`src/rtl/burst_pkg.sv`:
```
// Shared definitions for the burst address sequencer.
// Assumes a power-of-two burst length addressed by the lowest address bits.
package burst_pkg;

    // Ordering selected by the mode input.
    typedef enum logic {
        ORDER_LINEAR      = 1'b0,
        ORDER_INTERLEAVED = 1'b1
    } burst_order_e;

    // Default number of low address bits covered by a burst.
    localparam int unsigned BURST_IDX_W = 2;

endpackage

```
`src/rtl/burst_base_reg.sv`:
```
// Holds the address captured by the most recent load.
// Assumes load is only meaningful when en is high.
module burst_base_reg #(
    parameter int unsigned ADDR_W = 21
) (
    input  logic              clk,
    input  logic              rst_n,
    input  logic              en,
    input  logic              load,
    input  logic [ADDR_W-1:0] d,
    output logic [ADDR_W-1:0] q
);

    // Capture the starting address on an enabled load.
    always_ff @(posedge clk) begin
        if (!rst_n) begin
            q <= '0;
        end else if (en && load) begin
            q <= d;
        end
    end

endmodule

```
`src/rtl/burst_index_ctr.sv`:
```
// Beat index of the burst: cleared by load, stepped by advance, wraps naturally.
// Assumes load has priority over advance.
module burst_index_ctr #(
    parameter int unsigned IDX_W = 2
) (
    input  logic             clk,
    input  logic             rst_n,
    input  logic             en,
    input  logic             load,
    input  logic             advance,
    output logic [IDX_W-1:0] idx
);

    localparam logic [IDX_W-1:0] IDX_ONE = IDX_W'(1);

    // Restart on load, step on advance, otherwise hold.
    always_ff @(posedge clk) begin
        if (!rst_n) begin
            idx <= '0;
        end else if (en) begin
            if (load) begin
                idx <= '0;
            end else if (advance) begin
                idx <= idx + IDX_ONE;
            end
        end
    end

endmodule

```
`src/rtl/burst_order_map.sv`:
```
// Combinational map from starting low bits and beat index to the beat's low bits.
// Assumes the mode is static or changes only between beats; it is not registered.
module burst_order_map
    import burst_pkg::*;
#(
    parameter int unsigned IDX_W = 2
) (
    input  logic             mode,
    input  logic [IDX_W-1:0] start_lo,
    input  logic [IDX_W-1:0] idx,
    output logic [IDX_W-1:0] beat_lo
);

    logic [IDX_W-1:0] lo_xor;
    logic [IDX_W-1:0] lo_add;

    // Per-bit XOR for the interleaved order.
    for (genvar b = 0; b < IDX_W; b++) begin : g_xor
        assign lo_xor[b] = start_lo[b] ^ idx[b];
    end

    // Modulo add for the linear order; carry out is dropped.
    assign lo_add = start_lo + idx;

    // Select the ordering.
    always_comb begin
        if (burst_order_e'(mode) == ORDER_INTERLEAVED) begin
            beat_lo = lo_xor;
        end else begin
            beat_lo = lo_add;
        end
    end

endmodule

```
`src/rtl/burst_addr_seq.sv`:
```
// Burst address sequencer top: base register, beat index and ordering map.
// Assumes ADDR_W > IDX_W; upper bits come straight from the base register.
module burst_addr_seq
    import burst_pkg::*;
#(
    parameter int unsigned ADDR_W = 21,
    parameter int unsigned IDX_W  = BURST_IDX_W
) (
    input  logic              clk,
    input  logic              rst_n,
    input  logic              clk_en,
    input  logic              load,
    input  logic              advance,
    input  logic [ADDR_W-1:0] start_addr,
    input  logic              interleave,
    output logic [ADDR_W-1:0] addr_out
);

    localparam int unsigned HI_W = ADDR_W - IDX_W;

    logic [ADDR_W-1:0] base_q;
    logic [IDX_W-1:0]  idx_q;
    logic [IDX_W-1:0]  beat_lo;

    burst_base_reg #(.ADDR_W(ADDR_W)) u_base (
        .clk   (clk),
        .rst_n (rst_n),
        .en    (clk_en),
        .load  (load),
        .d     (start_addr),
        .q     (base_q)
    );

    burst_index_ctr #(.IDX_W(IDX_W)) u_idx (
        .clk     (clk),
        .rst_n   (rst_n),
        .en      (clk_en),
        .load    (load),
        .advance (advance),
        .idx     (idx_q)
    );

    burst_order_map #(.IDX_W(IDX_W)) u_map (
        .mode     (interleave),
        .start_lo (base_q[IDX_W-1:0]),
        .idx      (idx_q),
        .beat_lo  (beat_lo)
    );

    // Join the fixed upper bits with the sequenced low bits.
    assign addr_out = {base_q[ADDR_W-1 -: HI_W], beat_lo};

endmodule

```
`config.mk`:
```
export PLATFORM = sky130hd
export DESIGN_NAME = burst_addr_seq
export DESIGN_NICKNAME = d
export VERILOG_FILES = /design/src/rtl/burst_pkg.sv /design/src/rtl/burst_base_reg.sv /design/src/rtl/burst_index_ctr.sv /design/src/rtl/burst_order_map.sv /design/src/rtl/burst_addr_seq.sv
export SDC_FILE = /design/constraint.sdc
export NUM_CORES = 1
export LEC_CHECK = 0
export BUFFER_PORTS_ARGS = -buffer_cell sky130_fd_sc_hd__clkbuf_2
export CORE_MARGIN = 5
export CORE_UTILIZATION = 30
export CTS_CLUSTER_DIAMETER = 30
export DETAILED_ROUTE_END_ITERATION = 8
export PLACE_DENSITY = 0.63
export SYNTH_ARGS = -nofsm -noshare
export SYNTH_HDL_FRONTEND = slang
export SYNTH_SLANG_ARGS = --single-unit
```
`constraint.sdc`:
```
create_clock -name clk -period 1.4 [get_ports clk]
set_clock_uncertainty 0.1 [all_clocks]
set_input_delay 0.28 -clock clk [delete_from_list [all_inputs] [get_ports clk]]
set_output_delay 0.28 -clock clk [all_outputs]
set_load 0.05 [all_outputs]
```
* Yosys cells after proc, flatten, opt, wreduce, memory -nomap -nowiden
Index checks and enable logic that the tools add are counted.
Storage, ports and cells: bits in registers 23, input bits 27, output and inout bits 21, word-level logic and storage cells 12
Cells by class: $add $sub $neg 2, mux-type cells 3, bitwise gates (word level) 2, reduce and logical (&&, ||, !) cells 3
Operators by type and width (number):
- 2-to-1 mux 2 bit | 3
- adder 2 x 1 -> 2 bit (second input constant) | 1
- adder 2 bit | 1
- AND reduction 2 bit | 1
- nonzero test 2 bit | 1
- bitwise XOR 1 bit | 2
- logical AND 1 bit | 1

* Depth between registers and ports, before layout
depth after elaboration 3, mapped depth 4, gate-level depth less buffers 3

* Hierarchy
From an unflattened synthesis, not the netlist that was laid out.
Unflattened totals: cells, all modules 111, area total of the unflattened synthesis 987.2 µm²
Modules (own cells, without submodules):
- burst_base_reg | instances 1, cells an instance 96, area an instance 854.6 µm², seq. area each 420.4 µm²
- burst_index_ctr | instances 1, cells an instance 11, area an instance 96.3 µm², seq. area each 40.0 µm²
- burst_order_map | instances 1, cells an instance 4, area an instance 36.3 µm², seq. area each 0.0 µm²

* Worst setup path before layout
No wires, ideal clock.
kind register to output, start point register u_idx.idx[0], end point output port addr_out[1], data arrival time 1.433 ns, data required time 1.020 ns, path slack -0.413 ns, cell stages (with the launch flop) 4, buffers on the path 0, path through dfxtp_1 -> ha_1 -> nor2b_1 -> xnor2_1
Between the ends: word-level cells in the longest chain between the ends 2
RTL lines:
- start: declaration | RTL line burst_index_ctr.sv:11 | output logic [IDX_W-1:0] idx
- start signal: assignment | RTL line burst_index_ctr.sv:24 | idx <= idx + IDX_ONE;
- adder 2 bit | RTL line burst_order_map.sv:23 | assign lo_add = start_lo + idx;
- 2-to-1 mux 2 bit | RTL line burst_order_map.sv:27 | if (burst_order_e'(mode) == ORDER_INTERLEAVED) begin
- end: declaration | RTL line burst_addr_seq.sv:16 | output logic [ADDR_W-1:0] addr_out
No other way between the ends.

* Worst setup path in the final report
start point register u_base.q[0], end point output port addr_out[1]
Between the ends: word-level cells in the longest chain between the ends 2
RTL lines:
- start: declaration | RTL line burst_base_reg.sv:11 | output logic [ADDR_W-1:0] q
- start signal: assignment | RTL line burst_base_reg.sv:17 | q <= '0;
- start signal: assignment | RTL line burst_base_reg.sv:19 | q <= d;
- adder 2 bit | RTL line burst_order_map.sv:23
- 2-to-1 mux 2 bit | RTL line burst_order_map.sv:27
No other way between the ends.

==> out/metrics.cfg <==
[status]
outcome=finished with violations
failed_checks=negative setup slack

[critical_path]
critPathLaunchType=flop
crit_start=u_base.q[0]
path_max_fanout=2
cp_data_required_time_ns=1.02
crit_arrival_ns=1.27
critPathKind=reg -> out
reg2reg_from=u_idx.idx[0]
end_kind=output port

[floorplan]
die_w_um=69.1
num_rows=21
fp.dieH_um=69.1
dieArea_um2=4770
core_um2=3360
ios=48
start_util=0.311

[global_routing]
overflow=0
antenna_found_initial=0
grt_pass1_vias=910
grt_max_degree=24
groute.usage.overall=0.0978
grt_first_pass_wirelength_mm=3.94

[cells_and_area]
fin_nets=185
fillCellCount=373
register_area_um2=463
syn2layout_area_growth_pct=24.3
antennaDiodeCount=0
fin_area_um2=1300
finish.utilization=0.387
drive_above_1_share=0.391
multi_input_area_um2=454

[synth]
netlist_instances=126
synth.distinct_cells=18
ys_seq_area_frac=0.440
syn_area_per_cell_um2=8.31
ys_ff_latch=23
synthesis.area_um2=1050
syn_nets=154
ys_warn_count=0

[power]
vdd_ir_drop_max_v=0.000345
switchingPower_uw=388
p_int_uw=890
clkPwrFrac=0.235
p_per_area_nw_per_um2=982
switching_share=0.304
comb_power_share=0.217
pwr-share-seq=0.548
power_uw=1280
leakagePower_uw=0.000585

[placement]
gp_congestion=0.715
placed_area_um2=1220
io_buffers=47
dp_hpwl_mm=1.63

[sta]
fin_tns_setup_ns=-0.306
finalHoldViolations=0
setup_ws_ns=-0.251
post-route-period-util=1.18
worst_pin_slew_ns=0.384
rsz0062_at_grt=true
fmaxAchievable_mhz=606
whs_ns=0.0853
setup_viol=2
slew_viol_final=0
layout_min_cycle_time_ns=1.65
slew_headroom=0.744

[clock_network]
htree_levels=1
cts_buffers=3
clock-root-buffer=clkbuf_4
clk_transition_reported_paths_ns=0.13
cts_buffer_depth=2
cts.sinks=23
clock_latency_ns=0.30
cts_tree=yes

[drt]
via_count=872
ant_nets=0
drt-initial-drc-count=24
dr.pass1.iters=4
drc=0
routed_via_density=4.32
totalWireLength_mm=2.22
wl_per_cell_um=11.0

[flow_run]
drv_cap=0

[hold_path]
hold_path_startpoint=start_addr[6]
min_path_type=in -> reg

[kinds of logic after synthesis]
family | count (synthesis) | share of synthesized area
xor gates and xnor gates | 2 | 0.0167
and+or+nand+nor | 48 | 0.184
buffers and inverters | 26 | 0.164
DFF | 23 | 0.440
AOI/OAI and AO/OA | 26 | 0.184
adders and majority gates | 1 | 0.0119
[cell usage after synthesis]
master     n  area share
a21boi_0  21        0.15
a21boi_1   1      0.0072
a21oi_1    1      0.0048
and2_2     1      0.0072
buf_2      2      0.0096
buf_4     19        0.14
clkbuf_1   4       0.014
dfxtp_1   23        0.44
ha_1       1       0.012
inv_1      1      0.0036
nand2_1   44        0.16
nor2_1     1      0.0036
nor2b_1    1      0.0060
o211a_1    1      0.0096
o211ai_1   1      0.0072
o21ai_0    1      0.0048
or4b_1     1      0.0096
xnor2_1    2       0.017
[cell type report]
type | instances | area share
sequential | 23 | 0.356
multi-input combinational | 77 | 0.349
timing repair buffer | 51 | 0.227
tap | 46 | 0.0442
clock buffer | 3 | 0.0173
clock inverter | 1 | 0.00385
inverter | 1 | 0.00288
[power groups by stage]
stage,Sequential (uW),Clock [uW],Combinational [uW]
CTS,701,325,277
detailed placement,713,0,259
finish,700,300,278
global route,705,362,300
global placement,711,0,254
floorplan,711,0,210
[worst paths after layout]
kind,end,slack [ns],depth (start not counted)
hold / removal,u_base.q[6],0.09,3
setup / recovery,addr_out[1],-0.25,4
setup reg to reg,u_idx.idx[1],0.06,4
hold reg to reg,u_base.q[8],0.37,2
[stage by stage]
stage,worst slack (ns),std cells
global route,-0.315,202
CTS,-0.286,201
detailed placement,-0.0771,197
floorplan,0.0238,126
finish,-0.251,202
global placement,-0.0559,197
[critical path: stages (launching register included)]
cell	delay (ns)
dfxtp_2	0.38
ha_4	0.13
nor2b_4	0.17
xnor2_4	0.13
buf_8	0.16
[registers in the layout, indices dropped and copies added, names as in the netlist]
signal	count
u_base.q	21
u_idx.idx	2
[cell usage in the layout (no fill, tap or decap)]
cell type | netlist | final
dfxtp_1 | 23 | 21
buf_2 | 2 | 1
xnor2_1 | 2 | 1
o21ai_0 | 1 | 1
o211a_1 | 1 | 1
xnor2_4 | 0 | 1
nor2_1 | 1 | 1
and2_2 | 1 | 1
inv_1 | 1 | 1
buf_4 | 19 | 4
a21boi_0 | 21 | 21
o211ai_1 | 1 | 1
nor2b_4 | 0 | 1
ha_4 | 0 | 1
nand2_1 | 44 | 44
a21oi_1 | 1 | 1
clkbuf_16 | 0 | 1
clkbuf_4 | 0 | 3
dfxtp_2 | 0 | 2
buf_8 | 0 | 1
clkinv_2 | 0 | 1
clkbuf_2 | 0 | 44
or4b_1 | 1 | 1
a21boi_1 | 1 | 1
[routing by layer]
layer	global-route usage	wire [um]	up-vias
met2	0.176	1040	40
met3	0.0436	239	0
li1	-	-	445
met5	0	0	-
met4	0.0195	0	0
met1	0.105	941	387
[what timing repair did]
item                       CTS  global route
setup buffers                0             1
gates resized for setup      9             2
gates cloned                 0             0
setup endpoints to repair    2             3
hold buffers                 0             0
(Power assumes the default switching activity.)
